[src/rtl/wrpol_pkg.sv]
package wrpol_pkg;
    typedef enum logic [1:0] {
        ST_IDLE    = 2'd0,
        ST_WRITE   = 2'd1,
        ST_PWRFAIL = 2'd2
    } wr_state_t;
endpackage

[src/rtl/wrpol_sync.sv]
module wrpol_sync #(
    parameter int STAGES = 2
) (
    input  logic clk,
    input  logic rst_n,
    input  logic d_i,
    output logic q_o
);
    logic [STAGES-1:0] chain_q;

    generate
        for (genvar i = 0; i < STAGES; i++) begin : g_stage
            if (i == 0) begin : g_first
                always_ff @(posedge clk or negedge rst_n) begin
                    if (!rst_n) chain_q[0] <= 1'b0;
                    else        chain_q[0] <= d_i;
                end
            end else begin : g_rest
                always_ff @(posedge clk or negedge rst_n) begin
                    if (!rst_n) chain_q[i] <= 1'b0;
                    else        chain_q[i] <= chain_q[i-1];
                end
            end
        end
    endgenerate

    assign q_o = chain_q[STAGES-1];
endmodule

[src/rtl/wrpol_polarity.sv]
module wrpol_polarity #(
    parameter logic POL_RESET = 1'b1
) (
    input  logic clk,
    input  logic rst_n,
    input  logic wd_s_i,
    input  logic rz_i,
    input  logic load_i,
    input  logic run_i,
    output logic pol_o
);
    logic wd_d_q;
    logic pol_q;
    logic fall_w;
    logic chg_w;
    logic flip_w;

    assign fall_w = wd_d_q & ~wd_s_i;
    assign chg_w  = wd_d_q ^ wd_s_i;
    assign flip_w = rz_i ? fall_w : chg_w;

    always_ff @(posedge clk or negedge rst_n) begin
        if (!rst_n) begin
            wd_d_q <= 1'b0;
            pol_q  <= POL_RESET;
        end else begin
            wd_d_q <= wd_s_i;
            if (load_i)     pol_q <= rz_i ? POL_RESET : wd_s_i;
            else if (run_i) pol_q <= pol_q ^ flip_w;
        end
    end

    assign pol_o = pol_q;


    rz_entry_chk: assert property (@(posedge clk) disable iff (!rst_n)
        (load_i && rz_i) |=> pol_o);

    nrz_follow_chk: assert property (@(posedge clk) disable iff (!rst_n)
        ((load_i || run_i) && !rz_i) |=> (pol_o == $past(wd_s_i)));

    rz_rise_hold_chk: assert property (@(posedge clk) disable iff (!rst_n)
        (run_i && rz_i && !wd_d_q && wd_s_i) |=> $stable(pol_o));

    idle_hold_chk: assert property (@(posedge clk) disable iff (!rst_n)
        (!load_i && !run_i) |=> $stable(pol_o));
endmodule

[src/rtl/wrpol_ctrl.sv]
module wrpol_ctrl #(
    parameter int CODE_W      = 7,
    parameter int SYNC_STAGES = 2
) (
    input  logic              clk,
    input  logic              rst_n,
    input  logic              wd_in,
    input  logic              wgate_n,
    input  logic              rz_mode,
    input  logic [CODE_W-1:0] cur_code_i,
    input  logic              pf5_i,
    output logic              pol_o,
    output logic              drv_en_o,
    output logic [CODE_W-1:0] cur_code_o,
    output logic              ac_bias_off_o,
    output logic              bias_lim_lo_o,
    output logic              unsafe_en_o
);
    import wrpol_pkg::*;

    wr_state_t         state_q, state_d;
    logic              wd_s;
    logic              enter_w;
    logic              run_w;
    logic              writing;
    logic [CODE_W-1:0] code_q;

    wrpol_sync #(.STAGES(SYNC_STAGES)) u_sync (
        .clk   (clk),
        .rst_n (rst_n),
        .d_i   (wd_in),
        .q_o   (wd_s)
    );

    // state register
    always_ff @(posedge clk or negedge rst_n) begin
        if (!rst_n) state_q <= ST_IDLE;
        else        state_q <= state_d;
    end

    // transitions
    always_comb begin
        state_d = state_q;
        unique case (state_q)
            ST_IDLE: begin
                if (pf5_i)         state_d = ST_PWRFAIL;
                else if (!wgate_n) state_d = ST_WRITE;
            end
            ST_WRITE: begin
                if (pf5_i)         state_d = ST_PWRFAIL;
                else if (wgate_n)  state_d = ST_IDLE;
            end
            ST_PWRFAIL: begin
                if (!pf5_i)        state_d = ST_IDLE;
            end
            default:               state_d = ST_IDLE;
        endcase
    end

    // outputs
    always_comb begin
        writing = 1'b0;
        unique case (state_q)
            ST_WRITE: writing = 1'b1;
            default:  writing = 1'b0;
        endcase
    end

    assign enter_w = (state_q != ST_WRITE) && (state_d == ST_WRITE);
    assign run_w   = (state_q == ST_WRITE) && (state_d == ST_WRITE);

    always_ff @(posedge clk or negedge rst_n) begin
        if (!rst_n)       code_q <= '0;
        else if (enter_w) code_q <= cur_code_i;
    end

    wrpol_polarity #(.POL_RESET(1'b1)) u_pol (
        .clk    (clk),
        .rst_n  (rst_n),
        .wd_s_i (wd_s),
        .rz_i   (rz_mode),
        .load_i (enter_w),
        .run_i  (run_w),
        .pol_o  (pol_o)
    );

    assign drv_en_o      = writing;
    assign ac_bias_off_o = writing;
    assign bias_lim_lo_o = writing;
    assign unsafe_en_o   = writing;
    assign cur_code_o    = code_q;


    pf_off_chk: assert property (@(posedge clk) disable iff (!rst_n)
        pf5_i |=> !drv_en_o);

    gate_off_chk: assert property (@(posedge clk) disable iff (!rst_n)
        wgate_n |=> !drv_en_o);

    gate_on_chk: assert property (@(posedge clk) disable iff (!rst_n)
        (state_q == ST_IDLE && !wgate_n && !pf5_i) |=> drv_en_o);

    code_hold_chk: assert property (@(posedge clk) disable iff (!rst_n)
        (drv_en_o && $past(drv_en_o)) |-> $stable(cur_code_o));

    pf_exit_chk: assert property (@(posedge clk) disable iff (!rst_n)
        (state_q == ST_PWRFAIL) |=> (state_q != ST_WRITE));
endmodule

[config.mk]
export PLATFORM = sky130hd
export DESIGN_NAME = wrpol_ctrl
export DESIGN_NICKNAME = d
export VERILOG_FILES = /design/src/rtl/wrpol_pkg.sv /design/src/rtl/wrpol_sync.sv /design/src/rtl/wrpol_polarity.sv /design/src/rtl/wrpol_ctrl.sv
export SDC_FILE = /design/constraint.sdc
export NUM_CORES = 1
export LEC_CHECK = 0
export BUFFER_PORTS_ARGS = -buffer_cell sky130_fd_sc_hd__buf_4
export CAP_MARGIN = 20
export CORE_MARGIN = 2
export CORE_UTILIZATION = 39
export DETAILED_ROUTE_END_ITERATION = 16
export GPL_ROUTABILITY_DRIVEN = 0
export PLACE_DENSITY = 0.79
export REMOVE_ABC_BUFFERS = 1
export SLEW_MARGIN = 10
export SYNTH_ARGS = -nofsm -noshare
export SYNTH_HDL_FRONTEND = slang
export SYNTH_SLANG_ARGS = --single-unit
export TNS_END_PERCENT = 20
[constraint.sdc]
create_clock -name clk -period 1.4 [get_ports clk]
set_input_delay 0 -clock clk [delete_from_list [all_inputs] [get_ports clk]]
set_output_delay 0 -clock clk [all_outputs]
set_load 0.02 [all_outputs]
==> impl_metrics.csv <==
group,metric,value,unit
clock_network,cts_tree,"built",
timing,setup_slack,-0.0972,ns
run_status,status,"finished with violations",
setup_path,cp_cell_sequence,"inv_1, ha_1, mux2i_1, mux2_2, a221o_1",
clock_network,clockBufferDepth,2,
global_route,gr-total-overflow,0,
finish,drive_above_1_share,0.560,
clock_network,clkTransAtPathRegs,0.08,ns
synth,seq_area_frac_synth,0.599,
setup_path,critPathLaunchType,"register",
finish,final_common_cell,"buf_4",
place,dp_cells,76,
finish,antenna_cells,0,
timing,slew_violations,0,
place,dpl.hpwl,732,µm
detailed_routing,dr.pass1.iters,2,
power_and_ir_drop,pwr_density_cell,1160,nW/µm²
detailed_routing,drt_first_iter_violations,4,
detailed_routing,wirelength,1.07,mm
clock_network,postCtsResizedCells,0,
synth,netlist_area,546,µm²
synth,ys_ff_latch,13,
finish,layout.nets,90,
floorplan,die_h,41.4,µm
place,place_area,739,µm²
timing,setup_viol,8,
floorplan,die_area,1710,µm²
timing,period_minus_slack,1.50,ns
setup_path,slowest_delay,0.35,ns
min_path,hold_path.class,"input port to asynchronous set/reset pin",
setup_path,crit_type,"register to register",
timing,relSlewSlack,0.826,
global_route,grt_pass1_wl,1.83,mm
floorplan,die_w,41.4,µm
global_route,antenna_found_initial,0,
global_route,grt_max_degree,14,
clock_network,root_buffer,"clkbuf_4",
timing,clock-skew-final,0.000422,ns
clock_network,clkSinkCount,13,
setup_path,end_kind,"register",
detailed_routing,drcViolationCount,0,
floorplan,rows,13,
finish,mostFrequentLayoutCells,"buf_4, dfrtp_1, dlygate4sd3_1",
global_route,grt_pass1_vias,452,
detailed_routing,viasPerCell,4.76,
detailed_routing,wl_per_cell,11.8,µm
floorplan,ios,25,
finish,final_cells,90,
finish,nFillCells,109,
synth,avgSynthCellArea,14.4,µm²
finish,final_area,866,µm²
synth,yosysTopAreaCell,"dfrtp_1",
synth,synth_top_area_frac,0.550,
setup_path,worstPathRequired,1.60,ns
setup_path,path_max_fanout,2,
run,maxCapViolations,0,
detailed_routing,vias,428,
clock_network,htree_levels,1,
global_route,track_usage,0.139,
place,port-buffer-count,24,
clock_network,cts_buffers,3,
timing,worstMarginPinSlew,0.260,ns
synth,yosysUniqueCellTypes,16,
timing,finalCritPeriodShare,1.07,
detailed_routing,drt.antenna.violating_nets,0,
finish,syn2layout_area_growth,58.7,%
setup_path,cp_slowest_cell,"dfrtp_1",
power_and_ir_drop,total_leakage_power,0.429,nW
setup_path,arrival,1.70,ns
synth,synth_cells,38,
floorplan,initial_core_util,0.419,
timing,finalHoldViolCount,0,
timing,timing.fmax,668,MHz
clock_network,insertion_delay,0.27,ns
power_and_ir_drop,irDropWorstVdd,0.000811,V
timing,rsz0062_at_grt,"true",
run_status,violations,"setup timing",
clock_network,postCtsSetupRepairBufs,0,
synth,yosysWarningCount,0,
floorplan,core-area,1300,µm²
synth,synth_area_leaders,"dfrtp_1, mux2_2, dfstp_2, buf_4, nor2_8",
-- final timing paths --
path / cells past startpoint / to / slack, ns / start
worst min register to register: 0 / u_sync.q_o$_DFF_PN0_ / 0.37 / u_sync.chain_q[0]$_DFF_PN0_
min in group clk: 4 / u_pol.pol_o$_DFFE_PN1P_ / 0.14 / rz_mode
max in group asynchronous: 2 / u_pol.pol_o$_DFFE_PN1P_ / 1.07 / rst_n
worst min-delay path: 2 / u_pol.wd_d_q$_DFF_PN0_ / 0.10 / rst_n
worst max-delay path: 5 / u_pol.pol_o$_DFFE_PN1P_ / -0.1 / u_sync.q_o$_DFF_PN0_
worst max register to register: 5 / u_pol.pol_o$_DFFE_PN1P_ / -0.1 / u_sync.q_o$_DFF_PN0_
-- cell families after synthesis --
logic type	share of synthesized area
AND/OR/NAND/NOR	0.0917
adder cells (fa/ha/maj)	0.0229
multiplexers	0.183
buffers and inverters	0.0711
flip-flops	0.599
AO/OA/AOI/OAI	0.0321
-- sequential cells by signal (all words and copies together) (netlist names) --
signal	count
cur_code_o	7
u_pol.wd_d_q	1
u_sync.q_o	1
u_pol.pol_o	1
u_sync.chain_q	1
state_q	2
-- worst max-delay path: cells and delay by family (launching register included) --
family / cells / cell delay (ns)
AOI/OAI and AO/OA: 1 / 0.29
muxes: 2 / 0.49
adders and majority gates: 1 / 0.26
DFF: 1 / 0.35
buffers and inverters: 1 / 0.04
-- final cells by class --
type	count	area, µm²	share of cell area
clock buffers	4	26.3	0.0303
inverters	3	11.3	0.0130
multi-input cells	18	180	0.208
flip-flops and latches	13	327	0.377
well taps	15	18.8	0.0217
repair buffers	37	303	0.350
-- Yosys cell counts (all sizes together) --
master	count
ha	1
nor2	3
buf	4
or3	1
a21boi	1
inv	3
nor3	1
dfstp	1
a221o	1
dfrtp	12
mux2	8
and2b	1
mux2i	1
-- report_power, final --
group | switching, mW | leakage (nW) | total, mW | internal [mW]
clock network | 0.119 | 0.0150 | 0.230 | 0.110
registers | 0.0356 | 0.153 | 0.475 | 0.439
logic | 0.135 | 0.261 | 0.301 | 0.166
total | 0.290 | 0.429 | 1.01 | 0.716
-- timing repair --
item / in CTS / in global routing
hold buffers: 10 / 0
endpoints found under the hold margin: 22 / 0
endpoints found under the setup margin: 8 / 8
-- metrics by stage --
step           power (mW)  hold slack [ns]  TNS (ns)  utilization  worst slack, ns
2_1_floorplan       0.622           -0.296    -0.469            -          -0.0593
3_3_place_gp        0.757           -0.148    -0.366        0.568          -0.0655
3_5_place_dp        0.764           -0.146    -0.519        0.568           -0.103
4_1_cts              1.02            0.101    -0.634        0.665           -0.113
5_1_grt              1.06            0.129    -0.942        0.665           -0.155
6_report             1.01            0.101    -0.546        0.665          -0.0972
-- layer usage --
layer,vias to the layer above,GRT usage,share of wire
met2,21,0.234,0.50
met4,0,0.0581,0
li1,199,-,-
met5,-,0,0
met3,0,0.0652,0.098
met1,208,0.149,0.40
(Power assumes the default switching activity.)
